File: src/rtl/smi_trap_pkg.sv
package smi_trap_pkg;
    localparam int NUM_DEV   = 3;
    localparam int REG_W     = 8;
    localparam int IDX_W     = 8;
    localparam logic [IDX_W-1:0] IDX_LATCH  = 8'h40;
    localparam logic [IDX_W-1:0] IDX_ENABLE = 8'h41;

    typedef enum logic {
        DEV_ARMED   = 1'b0,
        DEV_TRAPPED = 1'b1
    } dev_state_t;
endpackage

File: src/rtl/smi_trap_cell.sv
module smi_trap_cell
    import smi_trap_pkg::*;
(
    input  logic clk,
    input  logic rst_n,
    input  logic strobe_i,
    input  logic enable_i,
    input  logic clear_i,
    output logic trapped_o
);
    dev_state_t state_q, state_d;

    // state register
    always_ff @(posedge clk) begin
        if (!rst_n) state_q <= DEV_ARMED;
        else        state_q <= state_d;
    end

    // next-state logic: TRAP beats a clear written in the same cycle
    always_comb begin
        state_d = state_q;
        unique case (state_q)
            DEV_ARMED:   if (strobe_i && enable_i) state_d = DEV_TRAPPED;
            DEV_TRAPPED: if (clear_i)              state_d = DEV_ARMED;
        endcase
    end

    // outputs
    always_comb begin
        trapped_o = (state_q == DEV_TRAPPED);
    end

    assert_trap_R4: assert property (@(posedge clk) disable iff (!rst_n)
        (state_q == DEV_ARMED && strobe_i && enable_i) |=> trapped_o);
    assert_no_trap_R5: assert property (@(posedge clk) disable iff (!rst_n)
        (!trapped_o && !(strobe_i && enable_i)) |=> !trapped_o);
    assert_mask_R6: assert property (@(posedge clk) disable iff (!rst_n)
        (trapped_o && !clear_i) |=> trapped_o);
    assert_rearm_R7: assert property (@(posedge clk) disable iff (!rst_n)
        (trapped_o && clear_i) |=> !trapped_o);
endmodule

File: src/rtl/smi_cfg_regs.sv
module smi_cfg_regs
    import smi_trap_pkg::*;
#(
    parameter int N_DEV = NUM_DEV,
    parameter int DW    = REG_W,
    parameter int IW    = IDX_W
) (
    input  logic          clk,
    input  logic          rst_n,
    input  logic [IW-1:0] cfg_index,
    input  logic          cfg_wr,
    input  logic [DW-1:0] cfg_wdata,
    input  logic [N_DEV-1:0] latch_i,
    output logic [N_DEV-1:0] clear_o,
    output logic [DW-1:0] enable_o,
    output logic [DW-1:0] cfg_rdata
);
    localparam int RSV_W = DW - N_DEV;

    logic [DW-1:0] enable_q;
    logic          wr_latch, wr_enable;

    always_comb begin
        wr_latch  = cfg_wr && (cfg_index == IW'(IDX_LATCH));
        wr_enable = cfg_wr && (cfg_index == IW'(IDX_ENABLE));
    end

    always_ff @(posedge clk) begin
        if (!rst_n)         enable_q <= '0;
        else if (wr_enable) enable_q <= cfg_wdata;
    end

    genvar g;
    generate
        for (g = 0; g < N_DEV; g++) begin : g_clr
            assign clear_o[g] = wr_latch && !cfg_wdata[g];
        end
    endgenerate

    always_comb begin
        if (cfg_index == IW'(IDX_LATCH))       cfg_rdata = {{RSV_W{1'b0}}, latch_i};
        else if (cfg_index == IW'(IDX_ENABLE)) cfg_rdata = enable_q;
        else                                   cfg_rdata = '0;
    end

    assign enable_o = enable_q;

    assert_enable_hold_R2: assert property (@(posedge clk) disable iff (!rst_n)
        !wr_enable |=> $stable(enable_q));
endmodule

File: src/rtl/smi_trap_unit.sv
module smi_trap_unit
    import smi_trap_pkg::*;
#(
    parameter int N_DEV = NUM_DEV,
    parameter int DW    = REG_W,
    parameter int IW    = IDX_W
) (
    input  logic             clk,
    input  logic             rst_n,
    input  logic [IW-1:0]    cfg_index,
    input  logic             cfg_wr,
    input  logic [DW-1:0]    cfg_wdata,
    output logic [DW-1:0]    cfg_rdata,
    input  logic [N_DEV-1:0] acc_strobe,
    output logic             smi_req
);
    logic [N_DEV-1:0] latch, clear;
    logic [DW-1:0]    enable;

    smi_cfg_regs #(.N_DEV(N_DEV), .DW(DW), .IW(IW)) u_regs (
        .clk       (clk),
        .rst_n     (rst_n),
        .cfg_index (cfg_index),
        .cfg_wr    (cfg_wr),
        .cfg_wdata (cfg_wdata),
        .latch_i   (latch),
        .clear_o   (clear),
        .enable_o  (enable),
        .cfg_rdata (cfg_rdata)
    );

    genvar g;
    generate
        for (g = 0; g < N_DEV; g++) begin : g_dev
            smi_trap_cell u_cell (
                .clk       (clk),
                .rst_n     (rst_n),
                .strobe_i  (acc_strobe[g]),
                .enable_i  (enable[g]),
                .clear_i   (clear[g]),
                .trapped_o (latch[g])
            );
        end
    endgenerate

    always_comb begin
        smi_req = |(latch & enable[N_DEV-1:0]);
    end

    assert_smi_cause_R8: assert property (@(posedge clk) disable iff (!rst_n)
        $rose(smi_req) |-> ($past(|acc_strobe) ||
                            $past(cfg_wr && cfg_index == IW'(IDX_ENABLE))));
endmodule

File: config.mk
export PLATFORM = sky130hd
export DESIGN_NAME = smi_trap_unit
export DESIGN_NICKNAME = d
export VERILOG_FILES = /design/src/rtl/smi_trap_pkg.sv /design/src/rtl/smi_trap_cell.sv /design/src/rtl/smi_cfg_regs.sv /design/src/rtl/smi_trap_unit.sv
export SDC_FILE = /design/constraint.sdc
export NUM_CORES = 1
export LEC_CHECK = 0
export ABC_AREA = 1
export BUFFER_PORTS_ARGS = -buffer_cell sky130_fd_sc_hd__buf_2
export CAP_MARGIN = 20
export CORE_UTILIZATION = 48
export CTS_BUF_LIST = sky130_fd_sc_hd__clkbuf_4
export CTS_CLUSTER_DIAMETER = 50
export DETAILED_ROUTE_END_ITERATION = 16
export GPL_TIMING_DRIVEN = 0
export PLACE_DENSITY = 0.9
export RECOVER_POWER = 50
export SLEW_MARGIN = 20
export SYNTH_ARGS = -nofsm -noshare
export SYNTH_HDL_FRONTEND = slang
export SYNTH_SLANG_ARGS = --single-unit
File: constraint.sdc
create_clock -name clk -period 1.6 [get_ports clk]
set_input_delay 0.48 -clock clk [delete_from_list [all_inputs] [get_ports clk]]
set_output_delay 0.48 -clock clk [all_outputs]
set_load 0.05 [all_outputs]
# Word level (Yosys, flattened, before mapping)
# Index checks and enable logic that the tools add are counted.
# W data, S select, Z words.
# word_totals
wordCells	33
input_bits	22
register_bits	11
# classes
n_bitwise	4
muxes	11
reduce_logical	12
n_eq_ne	2
# op_table
operator	count
$eq A8 B7 Y1 const B	2
$mux W8	2
$logic_and A1 B1 Y1	8
$mux W1	6
$pmux W1 S2	3
$and A3 B3 Y3	1
$logic_not A1 Y1	3
$not A1 Y1	3
$reduce_or A3 Y1	1

# Depth between registers and ports, before layout
# Gate-level depths: netlist (run 1).
# depth
ltp_word	5
mapped_depth	7

# Modules after synthesis
# From an unflattened synthesis (run 1), not the netlist that was laid out.
# unflattened
cells_unflattened	117
hier_area_um2	715.7
# modules_own_cells
mod	seq_area_each_um2	area_each_um2	cells_each	n_inst
smi_cfg_regs	160.2	590.6	98	1
smi_trap_cell	20.0	36.3	5	3
smi_trap_unit	0.0	16.3	4	1

# Worst setup path after synthesis (run 1)
# OpenSTA, ideal clock, no wires.
# synth_path
kind	input to output
from	input port cfg_index[4]
to	output port cfg_rdata[0]
slack_ns	-0.536
arrival_ns	1.656
path_buffers	0
stages	5
cell_sequence	inv_1 > nand2_1 > nor2_8 > nand2_2 > o21ai_1
# synth_between
elab_chain_cells	3
elab_cells_between_ends	4
cone_classes	eq/ne: 2; mux: 2
# synth_rtl
element	line	source
from (decl)	smi_trap_unit.sv:10	input logic [IW-1:0] cfg_index,
$eq A8 B7 Y1	smi_cfg_regs.sv:42	else if (cfg_index == IW'(IDX_ENABLE)) cfg_rdata = enable_q;
$mux W8	smi_cfg_regs.sv:42	
$mux W8 (*)	smi_cfg_regs.sv:41	if (cfg_index == IW'(IDX_LATCH)) cfg_rdata = {{RSV_W{1'b0}}, latch_i};
to (decl)	smi_trap_unit.sv:13	output logic [DW-1:0] cfg_rdata,
# Every way passes the cells marked *; elsewhere a longest branch is shown, timed or not.

# Final worst setup path (run 1)
# layout_path
from	input port cfg_index[0]
to	output port cfg_rdata[0]
# Same word-level chain as after synthesis.

==> results.json, run 1 <==
{
  "ant_nets": 0,
  "grt_pass1_vias": 682,
  "critPathArrivalTime_ns": 1.36,
  "area_growth_pct": 73.3,
  "crit_path_max_incr_delay_ns": 0.21,
  "postSynthAreaPerCell_sq_um": 6.02,
  "ys_types": 16,
  "path_cells": "buf_6 > nor2_2 > nand3_2 > nor2_4 > nand2_2 > o21ai_4 > buf_6",
  "rsz0062_at_grt": "true",
  "synth_cells": 122,
  "synth_top_area_cell": "dfxtp_1",
  "fin_worst_skew_ns": 0.000116,
  "path_common_cell": "buf_6",
  "timing.final.crit_share": 1.15,
  "multi_input_area_sq_um": 512,
  "maxSlewViolCount": 0,
  "synthTopCellsByArea": "dfxtp_1 (30%), inv_1 (14%), nand2_1 (14%)",
  "final_hold_viol_count": 0,
  "cts_hold_buf": 0,
  "ys_warn_count": 0,
  "nFillCells": 55,
  "final_area_sq_mm": 0.00127,
  "antenna_found_initial": 0,
  "grt_start_max_net_pins": 11,
  "dp_hpwl_mm": 1.29,
  "start_util": 0.538,
  "grtUsageTotal": 0.273,
  "cp_slowest_cell": "nor2_4",
  "io_pins": 31,
  "fin_nets": 180,
  "die_h_um": 41.1,
  "post-route-util": 0.931,
  "syn_nets": 144,
  "grt_pass1_wl_mm": 2.95,
  "cts_buffer_depth": 2,
  "tightestPinTransition_ns": 0.419,
  "first_pass_iters": 4,
  "layout.cells.non_filler": 172,
  "rows": 13,
  "root_buffer": "clkbuf_4",
  "outcome": "complete, but fails checks",
  "hold_path_class": "reg2reg",
  "synth_edf_count": 0,
  "post-route-min-period_ns": 1.84,
  "core_sq_mm": 0.00137,
  "power_uw": 618,
  "cp.required_ns": 1.12,
  "via_per_inst": 5.40,
  "place_ws_ns": -0.448,
  "fin_ws_ns": -0.238,
  "setup_viol": 8,
  "portBuffers": 28,
  "synth-seq-cells": 11,
  "netlist_area_sq_um": 734,
  "drive_gt1_frac": 0.478,
  "synth-async-reset-ratio": 0,
  "wl_per_cell_um": 14.8,
  "dieArea_sq_mm": 0.00169,
  "clkTransAtPathRegs_ns": 0.07,
  "grt_overflow_total": 0,
  "crit_fanout": 6,
  "synthTopCellsByCount": "inv_1 (28), nand2_1 (27), nor2_1 (18)",
  "fin_tns_setup_ns": -1.37,
  "drv_cap": 0,
  "die_w_um": 41.1,
  "dp_cells": 165,
  "violations": "setup timing",
  "synth.yosys.seq_area_share": 0.300,
  "ff_latch_area_sq_um": 223,
  "path_class": "in2out",
  "cts_buffers": 3,
  "synth_top_area_frac": 0.300,
  "drt-initial-drc-count": 30,
  "fmax_mhz": 544,
  "relSlewSlack": 0.721,
  "gp_congestion": 0.759,
  "ys.flop_type": "dfxtp_1",
  "p_leak_nw": 0.617,
  "start_kind": "input pin",
  "cts.sinks": 11,
  "placed_area_sq_mm": 0.00106,
  "min_from": "g_dev[0].u_cell.trapped_o",
  "vias": 928,
  "synth.most_common_cell": "inv_1",
  "cp-end-kind": "output port",
  "htree_levels": 1,
  "startpoint": "cfg_index[0]",
  "cts_tree": "yes",
  "whs_ns": 0.514,
  "routed_wl_mm": 2.54,
  "clk_latency_ns": 0.27,
  "irDropWorstVdd_mv": 0.346,
  "worstReg2RegStart": "g_dev[2].u_cell.trapped_o",
  "power_density_mw_per_mm2": 485,
  "diodes": 0,
  "drc": 0
}
worst paths after layout:
kind	endpoint	slack, ns	cells after the start
max	cfg_rdata[0]	-0.24	7
min	g_dev[0].u_cell.trapped_o	0.51	3
max reg2reg	g_dev[2].u_cell.trapped_o	0.81	4
min reg2reg	g_dev[0].u_cell.trapped_o	0.51	3
what timing repair did:
action | in CTS | in global routing
pin swaps | 9 | 10
endpoints found under the setup margin | 9 | 9
gates resized for setup | 32 | 17
setup buffers | 3 | 0
kinds of logic (layout without fill, tap and decap cells):
logic type             after synthesis  count (layout)  synth area share
flip-flops                          11              11             0.300
AND/OR/NAND/NOR                     65              65             0.446
AO/OA/AOI/OAI                        7               7            0.0528
buffers and inverters               39              74             0.201
routing by layer:
metal  up-vias  global-route usage  share of wire
li1        436                   -              -
met1       433               0.277           0.38
met2        49               0.512           0.54
met3        10              0.0652          0.057
met4         0               0.129          0.030
met5         -                   0              0
critical path, delay by kind of cell:
kind | cells | cell delay [ns]
and+or+nand+nor | 4 | 0.54
buffers and inverters | 2 | 0.27
AOI/OAI and AO/OA | 1 | 0.07
sequential cells by signal, indices dropped and copies added, names as in the netlist:
signal,cells
u_regs.enable_o,8
g_dev.u_cell.trapped_o,3
area by class of cell:
class / count / area share
plain buffers: 2 / 0.00688
clock buffers: 4 / 0.0236
inverters: 37 / 0.144
multi-input cells: 72 / 0.402
flip-flops and latches: 11 / 0.175
well taps: 15 / 0.0147
repair buffers: 31 / 0.234
where the power goes:
part | switching [mW] | internal, mW
registers | 0.000358 | 0.274
logic | 0.0717 | 0.0576
clock network | 0.101 | 0.114
total | 0.173 | 0.445
cell usage in the layout, fill, tap and decap left out, drive strengths merged:
cell and n:
nand3 5, o221ai 1, dfxtp 11, o21ai 3, nand4 9, a21oi 3
buf 32, inv 37, nand2 30, nor2 21, clkbuf 5
Power figures use the tool's default switching activity.
==> inputs of run 2 (changes only) <==
--- a/config.mk
+++ b/config.mk
@@ -7,12 +7,12 @@
 export LEC_CHECK = 0
 export ABC_AREA = 1
-export BUFFER_PORTS_ARGS = -buffer_cell sky130_fd_sc_hd__buf_2
 export CAP_MARGIN = 20
-export CORE_UTILIZATION = 48
+export CORE_UTILIZATION = 50
 export CTS_BUF_LIST = sky130_fd_sc_hd__clkbuf_4
 export CTS_CLUSTER_DIAMETER = 50
 export DETAILED_ROUTE_END_ITERATION = 16
+export DONT_BUFFER_PORTS = 1
 export GPL_TIMING_DRIVEN = 0
-export PLACE_DENSITY = 0.9
+export PLACE_DENSITY = 0.75
 export RECOVER_POWER = 50
 export SLEW_MARGIN = 20
==> constraint.sdc (replaced) <==
create_clock -name clk -period 1.6 [get_ports clk]
set_input_delay 0.48 -clock clk [delete_from_list [all_inputs] [get_ports clk]]
set_output_delay 0.48 -clock clk [all_outputs]
set_load 0.02 [all_outputs]
==> run 2 against run 1 <==
The run now ends clean. Worst setup slack better by 0.28 ns. Clock-buffer cell count unchanged. Total power down 9.9%. Critical path type unchanged. Combinational power down 45%. Core utilization down 18 points. Worst hold slack worse by 0.11 ns. Global-route usage down 5.5 points. Final cell count down 17%. Highest routed layer unchanged. Maximum frequency up 18%. Clock power about the same. Clock skew up 0.0044 ns.
==> results.json, run 2 (synthesized netlist as in run 1, its figures left out) <==
{
  "grtUsageTotal": 0.218,
  "grt_pass1_wl_mm": 2.31,
  "largest_reg_flops": 8,
  "io_pins": 31,
  "cts.sinks": 11,
  "grt_start_max_net_pins": 11,
  "rsz0062_at_grt": "true",
  "p_leak_nw": 0.458,
  "maxSlewViolCount": 0,
  "hold_path_class": "in2reg",
  "whs_ns": 0.403,
  "final_area_sq_mm": 0.00100,
  "routed_wl_mm": 1.61,
  "min_from": "cfg_wdata[2]",
  "nFillCells": 119,
  "timing.final.crit_share": 0.974,
  "cts_hold_buf": 0,
  "outcome": "finished, final reports clean",
  "dieArea_sq_mm": 0.00163,
  "drv_cap": 0,
  "cts_buffer_depth": 2,
  "start_kind": "input pin",
  "grt_pass1_vias": 580,
  "dp_hpwl_mm": 1.24,
  "grt_overflow_total": 0,
  "final_hold_viol_count": 0,
  "via_per_inst": 5.09,
  "r2r-end": "g_dev[0].u_cell.trapped_o",
  "post-route-min-period_ns": 1.56,
  "antenna_found_initial": 0,
  "path_class": "in2out",
  "clkTransAtPathRegs_ns": 0.07,
  "drc": 0,
  "ant_nets": 0,
  "setup_viol": 0,
  "fmax_mhz": 642,
  "core_sq_mm": 0.00133,
  "cp.required_ns": 1.12,
  "start_util": 0.551,
  "hold_depth": 4,
  "die_w_um": 40.3,
  "htree_levels": 1,
  "relSlewSlack": 0.732,
  "cts_buffers": 3,
  "placed_area_sq_um": 916,
  "portBuffers": 0,
  "root_buffer": "clkbuf_4",
  "area_growth_pct": 36.5,
  "vias": 728,
  "first_pass_iters": 5,
  "fin_nets": 151,
  "die_h_um": 40.3,
  "drt-initial-drc-count": 14,
  "tightestPinTransition_ns": 0.402,
  "clk_latency_ns": 0.27,
  "cts_tree": "yes",
  "cp-end-kind": "output port",
  "gp_congestion": 0.733,
  "rrSetupSlack_ns": 0.85,
  "diodes": 0,
  "wl_per_cell_um": 11.3,
  "critPathArrivalTime_ns": 1.08,
  "final_common_cell": "inv_1",
  "drive_gt1_frac": 0.313,
  "irDropWorstVdd_mv": 0.342,
  "layout.cells.non_filler": 143,
  "dp_cells": 137,
  "worstReg2RegStart": "g_dev[0].u_cell.trapped_o",
  "r2r_cells": 4,
  "layout_common_cells": "inv_1 (25), nand2_1 (22), nor2_1 (12), dfxtp_1 (11), nand4_1 (9)",
  "min_to": "g_dev[2].u_cell.trapped_o",
  "fin_worst_skew_ns": 0.00456,
  "rows": 13,
  "post-route-util": 0.751,
  "power_density_mw_per_mm2": 556,
  "crit_fanout": 8
}
==> run 2: cell count changes in the layout (fill, tap and decap cells not counted), sizes merged <==
cell / delta
inv: -2
clkbuf: +1
buf: -30
clkinv: +2
==> run 2: layer usage <==
metal  share of wire  GRT usage
met2            0.49      0.369
met5               0          0
met3           0.062     0.0778
met1            0.42      0.226
met4           0.021      0.133
==> run 2: cell type report <==
class | count | area (sq um) | area share
clock buffer | 4 | 30.0 | 0.0300
buffer | 2 | 7.51 | 0.00749
inverter | 37 | 211 | 0.211
multi-input combinational | 72 | 499 | 0.498
sequential | 11 | 220 | 0.220
tap | 15 | 18.8 | 0.0187
timing repair buffer | 2 | 15.0 | 0.0150
==> run 2: power breakdown <==
part,internal [mW],switching (mW)
Clock,0.114,0.0976
Combinational,0.0289,0.0423
Sequential,0.274,0.000278
==> run 2: worst max path at each step <==
| stage | from | endpoint | slack [ns] | cells past startpoint |
|---|---|---|---|---|
| floorplan | cfg_index[3] | cfg_rdata[0] | -0.004 | 5 |
| global placement | cfg_index[5] | cfg_rdata[0] | -0.06 | 5 |
| detailed placement | cfg_index[3] | cfg_rdata[0] | -0.06 | 5 |
| CTS | cfg_index[1] | cfg_rdata[0] | 0.02 | 5 |
| global route | cfg_index[7] | cfg_rdata[0] | -0.01 | 5 |
| finish | cfg_index[7] | cfg_rdata[0] | 0.04 | 5 |
==> run 2: through the flow <==
| stage | TNS [ns] | setup WS (ns) | power [mW] |
|---|---|---|---|
| floorplan | -0.00407 | -0.00407 | 0.340 |
| global placement | -0.132 | -0.0557 | 0.346 |
| detailed placement | -0.149 | -0.0624 | 0.348 |
| CTS | 0 | 0.0214 | 0.561 |
| global route | -0.0183 | -0.0111 | 0.581 |
| finish | 0 | 0.0412 | 0.557 |
==> run 2: repair_timing <==
item / 4_1_cts / 5_1_grt
resized for setup: 2 / 10
cloned: 0 / 0
pin swaps: 2 / 5
setup buffers: 2 / 0
endpoints found under the setup margin: 4 / 3
==> run 2: critical path, stage by stage <==
cell and delay [ns]:
inv_6 0.04, nand2_4 0.06, nor2_8 0.14, nand2_8 0.12, o21ai_4 0.23
==> inputs of run 3 (changes only) <==
- CORE_AREA: not set -> 2 2 39 41
- CORE_UTILIZATION: 50 -> not set
- DIE_AREA: not set -> 0 0 41 43
- PLACE_DENSITY: 0.75 -> 0.8
==> run 3 against run 2 <==
Final cell count up 1.4%. Combinational power is essentially flat. Maximum frequency up 0.30%. Design area decreased by 0.12%.
==> results.json, run 3 (synthesized netlist as in run 1, its figures left out) <==
{
  "area_growth_pct": 36.3,
  "clk_latency_ns": 0.28,
  "largest_reg_flops": 8,
  "hold_path_class": "in2reg",
  "timing.final.crit_share": 0.971,
  "via_per_inst": 5.12,
  "drv_cap": 0,
  "crit_fanout": 5,
  "setup_viol": 0,
  "path_class": "in2out",
  "p_leak_nw": 0.460,
  "grt_pass1_wl_mm": 2.67,
  "drive_gt1_frac": 0.326,
  "die_w_um": 41,
  "layout.cells.non_filler": 145,
  "grt_pass1_vias": 661,
  "drc": 0,
  "tightestPinTransition_ns": 0.376,
  "first_pass_iters": 4,
  "wl_per_cell_um": 12.1,
  "htree_levels": 1,
  "fin_nets": 152,
  "antenna_found_initial": 0,
  "fin_worst_skew_ns": 0.00424,
  "power_uw": 568,
  "cp.required_ns": 1.12,
  "cts_buffers": 3,
  "ant_nets": 0,
  "grtUsageTotal": 0.229,
  "irDropWorstVdd_mv": 0.376,
  "maxSlewViolCount": 0,
  "dieArea_sq_mm": 0.00176,
  "outcome": "finished, final reports clean",
  "power_density_mw_per_mm2": 567,
  "cp-end-kind": "output port",
  "placed_area_sq_um": 917,
  "cts_buffer_depth": 2,
  "grt_overflow_total": 0,
  "start_kind": "input pin",
  "final_area_sq_mm": 0.00100,
  "relSlewSlack": 0.749,
  "cts.sinks": 11,
  "drt-initial-drc-count": 9,
  "fmax_mhz": 643,
  "die_h_um": 43,
  "portBuffers": 0,
  "routed_wl_mm": 1.75,
  "final_common_cell": "inv_1",
  "critPathArrivalTime_ns": 1.07,
  "cts_tree": "yes",
  "fin_tns_setup_ns": 0,
  "dp_hpwl_mm": 1.26,
  "io_pins": 31,
  "rows": 14,
  "post-route-min-period_ns": 1.55,
  "start_util": 0.531,
  "final_hold_viol_count": 0,
  "layout_common_cells": "inv_1 (26), nand2_1 (22), nor2_1 (12), dfxtp_1 (11), nand4_1 (9)",
  "clkTransAtPathRegs_ns": 0.08,
  "gp_congestion": 0.820,
  "grt_start_max_net_pins": 11,
  "core_sq_mm": 0.00138,
  "dp_cells": 138,
  "diodes": 0,
  "root_buffer": "clkbuf_4",
  "vias": 743
}
-- run 3: layer usage --
layer,up-vias,global-route usage,part of all wire
met4,0,0.180,0.030
li1,374,-,-
met2,26,0.363,0.53
met5,-,0,0
met3,5,0.0471,0.058
met1,338,0.244,0.38
-- run 3: power breakdown --
| part | internal [mW] | switching, mW |
|---|---|---|
| combinational | 0.0277 | 0.0436 |
| sequential | 0.274 | 0.000276 |
| clock | 0.114 | 0.108 |
| total | 0.416 | 0.152 |
-- run 3: worst paths after layout --
kind / from / to / slack [ns] / cells after the start
hold / removal: cfg_wdata[2] / g_dev[2].u_cell.trapped_o / 0.39 / 4
setup / recovery: cfg_index[1] / cfg_rdata[2] / 0.05 / 5
setup reg to reg: g_dev[1].u_cell.trapped_o / g_dev[1].u_cell.trapped_o / 0.79 / 4
hold reg to reg: g_dev[0].u_cell.trapped_o / g_dev[0].u_cell.trapped_o / 0.53 / 3
-- run 3: cell type report --
type	instances	area [sq um]
flip-flops and latches	11	220
repair buffers	3	22.5
multi-input cells	72	517
clock buffers	4	30.0
plain buffers	2	8.76
fillers	122	383
well taps	16	20.0
inverters	37	183
-- run 3: stage by stage --
stage | hold slack, ns | utilization | setup slack (ns)
6_report | 0.388 | 0.723 | 0.0458
5_1_grt | 0.420 | 0.723 | -0.0136
4_1_cts | 0.394 | 0.707 | 0.0132
3_5_place_dp | 0.499 | 0.663 | -0.0869
3_3_place_gp | 0.490 | 0.663 | -0.0557
2_1_floorplan | 0.472 | - | -0.00407
-- run 3: repair_timing --
| action | in CTS | in global routing |
|---|---|---|
| pin swaps | 3 | 4 |
| gates resized for setup | 3 | 5 |
| setup endpoints to repair | 9 | 3 |
| setup buffers | 2 | 1 |
| hold buffers | 0 | 0 |
-- run 3: critical path, stage by stage --
cell     delay, ns
nor2_4        0.09
nand3_2       0.10
nor2_4        0.20
nand2_2       0.10
o21ai_4       0.10
